## src/rtl/flash_status_pkg.sv

```systemverilog
package flash_status_pkg;
  localparam int unsigned SR_W = 8;

  localparam int unsigned B_RDY  = 7;
  localparam int unsigned B_ESUS = 6;
  localparam int unsigned B_EERR = 5;
  localparam int unsigned B_PERR = 4;
  localparam int unsigned B_VLOW = 3;
  localparam int unsigned B_PSUS = 2;
  localparam int unsigned B_LOCK = 1;

  localparam logic [SR_W-1:0] ERR_MASK  = (8'd1 << B_EERR) | (8'd1 << B_PERR) |
                                          (8'd1 << B_VLOW) | (8'd1 << B_LOCK);
  localparam logic [SR_W-1:0] SCLR_MASK = (8'd1 << B_RDY) | (8'd1 << B_ESUS) |
                                          (8'd1 << B_PSUS);
  localparam logic [SR_W-1:0] SSET_MASK = 8'hFE;
  localparam logic [SR_W-1:0] RST_VAL   = 8'd1 << B_RDY;
endpackage

```

## src/rtl/fsr_bits.sv

```systemverilog
module fsr_bits
  import flash_status_pkg::*;
(
  input  logic            clk_i,
  input  logic            rst_ni,
  input  logic [SR_W-1:0] set_i,
  input  logic [SR_W-1:0] clr_i,
  input  logic            clr_cmd_i,
  input  logic            seq_err_i,
  input  logic            susp_erase_i,
  input  logic            susp_prog_i,
  input  logic            resume_i,
  output logic [SR_W-1:0] sr_o
);
  logic [SR_W-1:0] sr_q, sr_d, clr_all, set_all;

  // clears first, sets last: set wins on collision
  always_comb begin
    clr_all = clr_i & SCLR_MASK;
    if (clr_cmd_i) clr_all = clr_all | ERR_MASK;
    if (resume_i)  clr_all = clr_all | SCLR_MASK;
    set_all = set_i;
    if (seq_err_i)    set_all = set_all | ERR_MASK;
    if (susp_erase_i) set_all = set_all | (8'd1 << B_RDY) | (8'd1 << B_ESUS);
    if (susp_prog_i)  set_all = set_all | (8'd1 << B_RDY) | (8'd1 << B_PSUS);
    sr_d = ((sr_q & ~clr_all) | set_all) & SSET_MASK;
  end

  always_ff @(posedge clk_i or negedge rst_ni) begin
    if (!rst_ni) sr_q <= RST_VAL;
    else         sr_q <= sr_d;
  end

  assign sr_o = sr_q;

  assert_rsvd_zero_R2: assert property (@(posedge clk_i) disable iff (!rst_ni)
    sr_q[0] == 1'b0);
  assert_err_sticky_R5: assert property (@(posedge clk_i) disable iff (!rst_ni)
    !clr_cmd_i |=> ((($past(sr_q) & ERR_MASK) & ~sr_q) == '0));
  assert_err_only_set_R4: assert property (@(posedge clk_i) disable iff (!rst_ni)
    (clr_cmd_i && !seq_err_i && ((set_i & ERR_MASK) == '0)) |=> ((sr_q & ERR_MASK) == '0));
  assert_esus_ready_R6: assert property (@(posedge clk_i) disable iff (!rst_ni)
    susp_erase_i |=> (sr_q[B_RDY] && sr_q[B_ESUS]));
  assert_psus_ready_R6: assert property (@(posedge clk_i) disable iff (!rst_ni)
    susp_prog_i |=> (sr_q[B_RDY] && sr_q[B_PSUS]));
  assert_seq_err_R7: assert property (@(posedge clk_i) disable iff (!rst_ni)
    seq_err_i |=> ((sr_q & ERR_MASK) == ERR_MASK));
  assert_set_bits_R3: assert property (@(posedge clk_i) disable iff (!rst_ni)
    1'b1 |=> ((($past(set_i) & SSET_MASK) & ~sr_q) == '0));
endmodule

```

## src/rtl/fsr_rd_latch.sv

```systemverilog
module fsr_rd_latch
  import flash_status_pkg::*;
#(
  parameter int unsigned BUS_W = 16
) (
  input  logic             clk_i,
  input  logic             rst_ni,
  input  logic [SR_W-1:0]  sr_i,
  input  logic             ce_ni,
  input  logic             oe_ni,
  input  logic             stat_mode_i,
  output logic [BUS_W-1:0] rd_data_o,
  output logic             rd_valid_o
);
  localparam int unsigned PAD_W = BUS_W - SR_W;

  logic            acc, acc_q;
  logic [SR_W-1:0] hold_q;

  assign acc = !ce_ni && !oe_ni;

  // capture once per access, on the later strobe fall
  always_ff @(posedge clk_i or negedge rst_ni) begin
    if (!rst_ni) begin
      acc_q  <= 1'b0;
      hold_q <= '0;
    end else begin
      acc_q <= acc;
      if (acc && !acc_q) hold_q <= sr_i;
    end
  end

  assign rd_valid_o = acc_q && acc && stat_mode_i;
  assign rd_data_o  = rd_valid_o ? {{PAD_W{1'b0}}, hold_q} : '0;

  assert_hold_frozen_R8: assert property (@(posedge clk_i) disable iff (!rst_ni)
    (acc && acc_q) |=> $stable(hold_q));
  assert_upper_zero_R2: assert property (@(posedge clk_i) disable iff (!rst_ni)
    rd_data_o[BUS_W-1:SR_W] == '0);
  assert_idle_bus_R9: assert property (@(posedge clk_i) disable iff (!rst_ni)
    !rd_valid_o |-> (rd_data_o == '0));
endmodule

```

## src/rtl/flash_status_reg.sv

```systemverilog
module flash_status_reg
  import flash_status_pkg::*;
#(
  parameter int unsigned BUS_W = 16
) (
  input  logic             clk_i,
  input  logic             rst_ni,
  input  logic [7:0]       set_i,
  input  logic [7:0]       clr_i,
  input  logic             clr_cmd_i,
  input  logic             seq_err_i,
  input  logic             susp_erase_i,
  input  logic             susp_prog_i,
  input  logic             resume_i,
  input  logic             stat_mode_i,
  input  logic             ce_ni,
  input  logic             oe_ni,
  output logic [BUS_W-1:0] rd_data_o,
  output logic             rd_valid_o
);
  logic [SR_W-1:0] sr;

  fsr_bits u_bits (
    .clk_i        (clk_i),
    .rst_ni       (rst_ni),
    .set_i        (set_i),
    .clr_i        (clr_i),
    .clr_cmd_i    (clr_cmd_i),
    .seq_err_i    (seq_err_i),
    .susp_erase_i (susp_erase_i),
    .susp_prog_i  (susp_prog_i),
    .resume_i     (resume_i),
    .sr_o         (sr)
  );

  fsr_rd_latch #(.BUS_W(BUS_W)) u_rd (
    .clk_i       (clk_i),
    .rst_ni      (rst_ni),
    .sr_i        (sr),
    .ce_ni       (ce_ni),
    .oe_ni       (oe_ni),
    .stat_mode_i (stat_mode_i),
    .rd_data_o   (rd_data_o),
    .rd_valid_o  (rd_valid_o)
  );
endmodule

```

## config.mk

```make
export PLATFORM = sky130hd
export DESIGN_NAME = flash_status_reg
export DESIGN_NICKNAME = d
export VERILOG_FILES = /design/src/rtl/flash_status_pkg.sv /design/src/rtl/fsr_bits.sv /design/src/rtl/fsr_rd_latch.sv /design/src/rtl/flash_status_reg.sv
export SDC_FILE = /design/constraint.sdc
export NUM_CORES = 1
export LEC_CHECK = 0
export ABC_AREA = 0
export BUFFER_PORTS_ARGS = -buffer_cell sky130_fd_sc_hd__buf_2
export CORE_UTILIZATION = 24
export CTS_CLUSTER_SIZE = 16
export DETAILED_ROUTE_END_ITERATION = 10
export PLACE_DENSITY = 0.55
export SETUP_SLACK_MARGIN = 0.4
export SYNTH_ARGS = -nofsm -noshare
export SYNTH_HDL_FRONTEND = slang
export SYNTH_HIERARCHICAL = 1
export SYNTH_SLANG_ARGS = --single-unit
```

## constraint.sdc

```tcl
create_clock -name clk_i -period 1.6 [get_ports clk_i]
set_input_delay 0.16 -clock clk_i [delete_from_list [all_inputs] [get_ports clk_i]]
set_output_delay 0.16 -clock clk_i [all_outputs]
set_load 0.1 [all_outputs]
```

# Word-level counts from Yosys, hierarchy flattened
# Index checks and enable logic that the tools add are counted.
# classes
bitwise_logic	3
reduce_logical	7
muxes	6
# ops
cell	n
$mux 8	4
$mux 6	2
$and 8x8->8	1
$not 8->8	1
$or 8x8->8	1
$logic_and 1x1->1	4
$logic_not 1->1	3
# totals
output_inout_bits	17
register_bits	15

# Logic depth before layout (Yosys ltp)
# Gate-level depths: netlist (run 1).
# depth
depth_word	5
mapped_depth	3
depth_no_buf	2

# Hierarchy
# The synthesis (run 1) kept the hierarchy.
# modules_own_cells
module	seq_area_each_um2	cells_per_inst	area_per_inst_um2	instances
fsr_rd_latch	225.2	38	466.7	1
fsr_bits	176.4	27	279.0	1

# Worst setup path before layout (run 1)
# Ideal clock, no wire load.
# synth_timing
kind	reg2out
start	register, netlist name u_rd/acc_q
end	output rd_data_o[0]
setup_slack_ns	-0.427
path_stages_with_launch	4
t_arrival_ns	1.867
n_path_buf	1
path_cell_list	dfrtp_1 and4bb_2 buf_2 and2_1
# synth_rtl
element	line_no	text
end: declaration	flash_status_reg.sv:18	output logic [BUS_W-1:0] rd_data_o,

# Final worst setup path (run 1)
# layout_timing
start	register u_rd.acc_q
end	output rd_data_o[2]
# layout_via
elab_chain_cells	3
# layout_lines
element	line_no	text
start: declaration	fsr_rd_latch.sv:17	logic acc, acc_q;
start signal: assignment	fsr_rd_latch.sv:25	acc_q <= 1'b0;
start signal: assignment	fsr_rd_latch.sv:28	acc_q <= acc;
$logic_and 1x1->1 (2 in series)	fsr_rd_latch.sv:33	assign rd_valid_o = acc_q && acc && stat_mode_i;
$mux 8	fsr_rd_latch.sv:34	assign rd_data_o = rd_valid_o ? {{PAD_W{1'b0}}, hold_q} : '0;
# No other way between the ends.

==> results.md, run 1 <==
- Final Slew Violations: 0
- Clk_lat worst skew: about 0.28 ns
- Grt total ovfl: 0
- Critical path, cell by cell: and4bb_2 -> and2_4 -> buf_12
- Sequential share of the synthesized area: 0.539
- First-pass GRT wire length: around 2200 um
- CTS tree: built
- # IOs: between 40 and 50
- RSZ-0062 raised after global routing: true
- Layout cells sized above 1: 0.570
- Initial antenna violation count: 0
- GR Util met3: 0.0335
- Critical path launch point type: flop
- Post-synthesis async set-or-reset flop share: 1.00
- Mapped Avg Cell Area: 11.5 um^2
- Area grow syn2layout: 56.7%
- Antenna cells: 0
- Vias/cell: 4.21
- CP bufs+invs: 1
- Initial Util: 0.261
- Drt total wl: about 1400 um
- Width of the die: around 58 um
- Port-buffer cells: 28
- Tightest Hold Check Type: input pin to flop
- Busiest grt layer: met2
- Largest net degree at the start of global routing: 17
- CTS Buf Count: 3
- Worst Setup End Kind: output port
- Global-route usage over all layers: 0.0888
- Final setup fails: 0
- Delay-heaviest family, CP: simple AND/OR/NAND/NOR gates
- DP HPWL: 1010 um
- Post-synth EDFFs: 0
- Peak supply drop: about 0.36 mV
- Crit-path max FO: 4
- Worst hold slack: ~0.066 ns
- Final TNS setup: 0 ns
- Wire per inst: 10.8 um
- Cell row count: 19
- DIE AREA: 0.00333 mm^2
- # H-tree levels: 1
- Cell Pwr Density: between 800 and 900 mW/mm^2
- Root buf cell: clkbuf_4
- Iteration-0 DRC Markers: 14
- Syn Inst Count: 65
- Outcome: complete, but fails checks
- Remaining DRCs: 6
- Slowest CP cell: dfrtp_1
- Min Tclk post-route: 1.45 ns
- Chip Height: just under 60 um
- Critical path arrival: 1.29 ns
- GRT met1 Usage: 0.102
- Final Core Density: 0.410
- Clock skew: around 0.0021 ns
- Synth cell types: 16
- CP Class: flop to output port
- Maximum buffer depth of the clock tree: 2
- Ys flop type: dfrtp_1
- Routing usage on met2: 0.153
- Endpoints failing hold: 0
- Syn Std Cell Area: about 750 um^2
- Placement Setup Slack: 0.293 ns
- Leakage: 0.552 nW
- Worst-path clk slew: 0.09 ns
- Routability congestion estimate: slightly above 0.7
- Slack of the critical path: 0.149 ns
- Worst Path Required: roughly 1.4 ns
- Yosys reg bits: 16
- Crit share post-route: 0.907
- Routed Antenna Nets: 0
- Yosys Warn Count: 6
- Number of global-route vias before repair: between 500 and 600
- Core area: 0.00285 mm^2
- CTS sink cnt: 16
- Failing checks: DRC
- Slowest stage delay, CP: 0.38 ns
- TritonRoute pass-1 iters: 8
- Area after DPL: a little over 0.001 mm^2
- Total number of vias: 552
- Max Cap Viol: 0
- Highest Clock Rate: 689 MHz
- Final #Nets: 127
- Finished Cell Area: between 0.001 and 0.0015 mm^2
final cells by class:
cell class              count  area [um^2]
clock buffers               4         36.3
fillers                   297         1680
inverters                   4         15.0
multi-input cells          43          345
flip-flops and latches     16          402
well taps                  31         38.8
repair buffers             33          332
per-layer routing:
metal  part of all wire  vias to the layer above
li1                   -                      264
met1               0.45                      258
met2               0.44                       30
met3               0.11                        0
met4                  0                        0
met5                  0                        -
synth_stat cells, drive strengths merged (2+ instances only):
library cell | count | area share
and2 | 8 | 0.067
mux2 | 8 | 0.12
inv | 4 | 0.020
nor2 | 7 | 0.035
buf | 10 | 0.097
a211o | 2 | 0.025
dfrtp | 15 | 0.50
o21ai | 4 | 0.027
conb | 2 | 0.010
cells by family after synthesis:
kind of cell / synth area share
AO/OA/AOI/OAI: 0.0520
buffers and inverters: 0.117
flip-flops: 0.539
multiplexers: 0.121
other: 0.0101
AND/OR/NAND/NOR: 0.161
metrics by stage:
stage | std cells | total power [mW]
floorplan | 72 | 0.639
global placement | 121 | 0.681
detailed placement | 121 | 0.685
CTS | 130 | 0.966
global route | 131 | 1.02
finish | 131 | 0.969
power breakdown:
part / internal [mW] / switching (mW)
clock: 0.138 / 0.122
combinational: 0.0914 / 0.156
sequential: 0.441 / 0.0200
total: 0.671 / 0.298
final timing paths:
check                                         start                    endpoint  slack (ns)  depth (start not counted)
max reg2reg                    u_rd/acc_q$_DFF_PN0_  u_rd/hold_q[2]$_DFFE_PN0P_        0.21                          5
max                            u_rd/acc_q$_DFF_PN0_                rd_data_o[2]        0.15                          3
min in group asynchronous                    rst_ni    u_bits/sr_o[5]$_DFF_PN0_        0.31                          2
max in group asynchronous                    rst_ni    u_bits/sr_o[7]$_DFF_PN1_        0.99                          2
min reg2reg                u_bits/sr_o[2]$_DFF_PN0_    u_bits/sr_o[2]$_DFF_PN0_        0.50                          1
min                                        set_i[6]    u_bits/sr_o[6]$_DFF_PN0_        0.07                          2
cells in the final DEF (no fill, tap or decap), drive strengths merged:
cell / count
dfrtp: 15
and2: 8
or4: 1
and4bb: 2
nor3: 1
a211o: 2
o21ai: 4
clkbuf: 4
nor3b: 1
dfstp: 1
dlygate4sd3: 1
inv: 4
mux2: 8
conb: 9
buf: 32
nor2: 7
sequential cells by signal, summed over array words and instances (netlist names):
register     cells
u_rd/hold_q      8
u_bits/sr_o      7
u_rd/acc_q       1
timing repair:
| action | in CTS | in global routing |
|---|---|---|
| gates cloned | 1 | 0 |
| hold endpoints to repair | 15 | 0 |
| resized for setup | 1 | 8 |
| hold buffers | 1 | 0 |
| pin swaps | 3 | 2 |
| endpoints found under the setup margin | 17 | 17 |
| buffers inserted | 3 | 1 |
(Power assumes the default switching activity.)
==> run 2, diff against run 1 <==
- PLACE_DENSITY: 0.55 -> 0.57
- clock period: 1.6 -> 1.3 ns (I/O delays scaled with it)
==> results.md, run 2 (same netlist as run 1, synthesis figures left out) <==
- Failing checks: DRC, setup timing
- Wire per inst: 11.0 um
- Critical path arrival: 1.27 ns
- Dpl cells: 123
- Chip Height: 57.7 um
- Most common cell after layout, fill and taps aside: buf_2
- Hold depth: 2
- Cell Count, Final, Fillers Out: 131
- Capture instance of the worst register-to-register path: u_rd/hold_q[1]$_DFFE_PN0P_
- Layout cells sized above 1: 0.580
- Worst Setup End Kind: output port
- Crit-path max FO: 4
- Hold_sp: set_i[6]
- Placement Setup Slack: 0.0886 ns
- Port-buffer cells: 28
- Critical path launch point type: flop
- Initial Util: 0.261
- Clock skew: 0.00244 ns
- Slack of the critical path: -0.0969 ns
- # IOs: 43
- Hold path endpoint: u_bits/sr_o[6]$_DFF_PN0_
- Outcome: complete, but fails checks
- DIE AREA: 0.00333 mm^2
- Cell Pwr Density: 1020 mW/mm^2
- Leakage: 0.557 nW
- Width of the die: 57.7 um
- Cell row count: 19
- CTS Buf Count: 3
- Drt total wl: about 1400 um
- RSZ-0062 raised after global routing: true
- # H-tree levels: 1
- Worst-path clk slew: around 0.090 ns
- Remaining DRCs: 5
- Area grow syn2layout: 57.4%
- Antenna cells: 0
- Finished Cell Area: 0.00117 mm^2
- Maximum buffer depth of the clock tree: 2
- Peak supply drop: 0.475 mV
- Final Slew Violations: 0
- Initial antenna violation count: 0
- Grt total ovfl: 0
- Final setup fails: 17
- First-pass GRT wire length: 2390 um
- R2R depth: 5
- Root buf cell: clkbuf_4
- Core area: roughly 0.0029 mm^2
- CP Class: flop to output port
- Final TNS setup: -1.47 ns
- Routed Antenna Nets: 0
- Highest Clock Rate: ~700 MHz
- Slowest stage delay, CP: roughly 0.38 ns
- Total number of vias: 539
- Iteration-0 DRC Markers: 14
- FF-to-FF Start: u_rd/acc_q$_DFF_PN0_
- Endpoints failing hold: 0
- Crit share post-route: 1.07
- Clk_lat worst skew: 0.28 ns
- CTS tree: built
- DP HPWL: 1040 um
- Largest net degree at the start of global routing: 17
- Min Tclk post-route: 1.40 ns
- Worst Path Required: between 1 and 1.5 ns
- Routability congestion estimate: between 0.7 and 0.8
- Max Cap Viol: 0
- Reg2reg setup slack: -0.08 ns
- Vias/cell: approximately 4.1
- TritonRoute pass-1 iters: 6
- Slowest CP cell: dfrtp_1
- CTS sink cnt: 16
- Area after DPL: 0.00109 mm^2
- Number of global-route vias before repair: 545
- Final #Nets: roughly 130
- Critical path, cell by cell: and4bb_2 -> and2_4 -> buf_12
- Most flops, register: u_rd/hold_q
- Largest register FFs: 8
- Tightest Hold Check Type: input pin to flop
- Global-route usage over all layers: 0.0959
- Commonest cells after routing, fill and taps aside: buf_2, dfrtp_1, buf_12
## run 2: worst max-delay path by stage
stage                         endpoint  slack (ns)  cells past startpoint            startpoint
after floorplan           rd_data_o[0]       0.009                      3  u_rd/acc_q$_DFF_PN0_
after global placement    rd_data_o[1]        0.11                      3  u_rd/acc_q$_DFF_PN0_
after detailed placement  rd_data_o[4]        0.09                      3  u_rd/acc_q$_DFF_PN0_
after CTS                 rd_data_o[4]       -0.11                      3  u_rd/acc_q$_DFF_PN0_
after global routing      rd_data_o[1]       -0.17                      3  u_rd/acc_q$_DFF_PN0_
final                     rd_data_o[5]        -0.1                      3  u_rd/acc_q$_DFF_PN0_
## run 2: critical path, delay by kind of cell (launching register included)
family | cells | cell delay (ns)
buffers and inverters | 1 | 0.16
flip-flops | 1 | 0.38
AND/OR/NAND/NOR | 2 | 0.44
## run 2: routing by layer
layer	vias to the layer above	part of all wire	global-route usage
met5	-	0	0
met4	0	0	0.0510
met3	0	0.090	0.0290
met2	28	0.47	0.156
met1	241	0.44	0.114
li1	270	-	-
## run 2: layout make-up
class                   count  area (um^2)
fillers                   280         1680
flip-flops and latches     16          402
multi-input cells          43          354
repair buffers             33          328
well taps                  31         38.8
clock buffers               4         36.3
inverters                   4         15.0
## run 2: per-stage QoR
step | total power, mW | hold WS [ns] | utilization
after floorplan | 0.810 | -0.166 | -
after global placement | 0.869 | 0.0575 | 0.382
after detailed placement | 0.875 | 0.0628 | 0.382
after CTS | 1.21 | 0.0239 | 0.409
after global routing | 1.26 | 0.0172 | 0.411
final | 1.20 | 0.0346 | 0.411
## run 2: what timing repair did
item / CTS / global route
gates resized for setup: 2 / 0
endpoints found under the hold margin: 15 / 0
endpoints found under the setup margin: 18 / 18
pin swaps: 1 / 2
hold buffers: 1 / 0
gates cloned: 1 / 0
setup buffers: 1 / 1
## run 2: power breakdown
group	internal [mW]	switching, mW	total [mW]
combinational	0.115	0.191	0.306
clock	0.170	0.154	0.324
sequential	0.543	0.0266	0.570
total	0.828	0.371	1.20
==> run 3, diff against run 2 <==
- CELL_PAD_IN_SITES_DETAIL_PLACEMENT: default -> 0
- CELL_PAD_IN_SITES_GLOBAL_PLACEMENT: default -> 1
- PLACE_DENSITY: 0.57 -> 0.71
- SKIP_CTS_REPAIR_TIMING: default -> 1
==> results.md, run 3 (same netlist as run 1, synthesis figures left out) <==
- CTS sink cnt: 16
- Crit-path max FO: 4
- Iteration-0 DRC Markers: 12
- CP Class: flop to output port
- Placement Setup Slack: 0.0908 ns
- Largest register FFs: 8
- Routed Antenna Nets: 0
- DIE AREA: 0.00333 mm^2
- First-pass GRT wire length: 2330 um
- Number of global-route vias before repair: 509
- Final Core Density: 0.409
- Global-route usage over all layers: 0.0926
- Critical path, cell by cell: and4bb_2 -> and2_4 -> buf_12
- Core area: 0.00285 mm^2
- Width of the die: 57.7 um
- Endpoints failing hold: 0
- Slack of the critical path: -0.108 ns
- Drt total wl: 1370 um
- Initial Util: 0.261
- Most flops, register: u_rd/hold_q
- TritonRoute pass-1 iters: 7
- Grt total ovfl: 0
- Final setup fails: 9
- Final #Nets: 126
- Peak supply drop: roughly 0.32 mV
- Largest net degree at the start of global routing: 17
- # H-tree levels: 1
- DP HPWL: ~1000 um
- CP bufs+invs: 1
- Delay-heaviest family, CP: simple AND/OR/NAND/NOR gates
- Slowest stage delay, CP: 0.39 ns
- Dpl cells: 123
- Max Cap Viol: 0
- Wire per inst: 10.5 um
- Routability congestion estimate: 0.736
- Total number of vias: 518
- Most common cell after layout, fill and taps aside: buf_2
- Chip Height: 57.7 um
- Maximum buffer depth of the clock tree: 2
- Leakage: 0.552 nW
- # IOs: 43
- RSZ-0062 raised after global routing: true
- Area grow syn2layout: 56.4%
- Antenna cells: 0
- Vias/cell: 3.98
- Layout cells sized above 1: 0.576
- Remaining DRCs: 5
- Slowest CP cell: dfrtp_1
- Port-buffer cells: 28
- Worst-path clk slew: 0.09 ns
- Worst Setup End Kind: output port
- Clk_lat worst skew: 0.28 ns
- Final Slew Violations: 0
- Highest Clock Rate: 710 MHz
- Critical path arrival: 1.28 ns
- CTS tree: built
- Outcome: complete, but fails checks
- Worst Path Required: 1.17 ns
- Failing checks: DRC, setup timing
- Clock skew: 0.00358 ns
- Cell Pwr Density: 1030 mW/mm^2
- Fillers: ~290
- Initial antenna violation count: 0
- Commonest cells after routing, fill and taps aside: buf_2, dfrtp_1, buf_12
- CTS Buf Count: 3
- Critical path launch point type: flop
- Root buf cell: clkbuf_4
- Min Tclk post-route: ~1.4 ns
- Cell row count: 19
- Crit share post-route: 1.08
- Tightest Hold Check Type: input pin to flop
- Cell Count, Final, Fillers Out: 130
run 3: layout make-up:
type | instances | area, um^2 | share of cell area
clock buffers | 4 | 36.3 | 0.0311
flip-flops and latches | 16 | 402 | 0.344
well taps | 31 | 38.8 | 0.0333
inverters | 4 | 15.0 | 0.0129
repair buffers | 32 | 320 | 0.275
multi-input cells | 43 | 354 | 0.304
run 3: per-stage QoR:
step,power [mW],TNS [ns],hold WS [ns],instance area [um^2]
after detailed placement,0.876,0,0.0620,1090
after floorplan,0.810,0,-0.166,837
after global routing,1.27,-1.59,0.00731,1170
after CTS,1.21,-2.11,-0.259,1130
final,1.20,-0.917,0.0233,1170
after global placement,0.870,0,0.0554,1090
run 3: power by group:
group	internal (mW)	total (mW)	switching, mW
sequential	0.543	0.569	0.0263
clock	0.170	0.325	0.154
combinational	0.113	0.304	0.191
total	0.826	1.20	0.371
run 3: layer usage:
metal	up-vias	share of wire	global-route usage
met2	24	0.44	0.146
met3	0	0.068	0.0357
met1	229	0.49	0.113
met4	0	0	0.0408
li1	265	-	-
met5	-	0	0
run 3: path summary, 6_finish.rpt:
check / startpoint / end / slack [ns] / cells after the start
min in group asynchronous: rst_ni / u_rd/hold_q[7]$_DFFE_PN0P_ / 0.28 / 2
worst min-delay path: set_i[6] / u_bits/sr_o[6]$_DFF_PN0_ / 0.02 / 2
worst max-delay path: u_rd/acc_q$_DFF_PN0_ / rd_data_o[5] / -0.11 / 3
worst max register to register: u_rd/acc_q$_DFF_PN0_ / u_rd/hold_q[4]$_DFFE_PN0P_ / 0.03 / 4
max in group asynchronous: rst_ni / u_bits/sr_o[7]$_DFF_PN1_ / 0.72 / 2
worst min register to register: u_bits/sr_o[2]$_DFF_PN0_ / u_bits/sr_o[2]$_DFF_PN0_ / 0.50 / 1
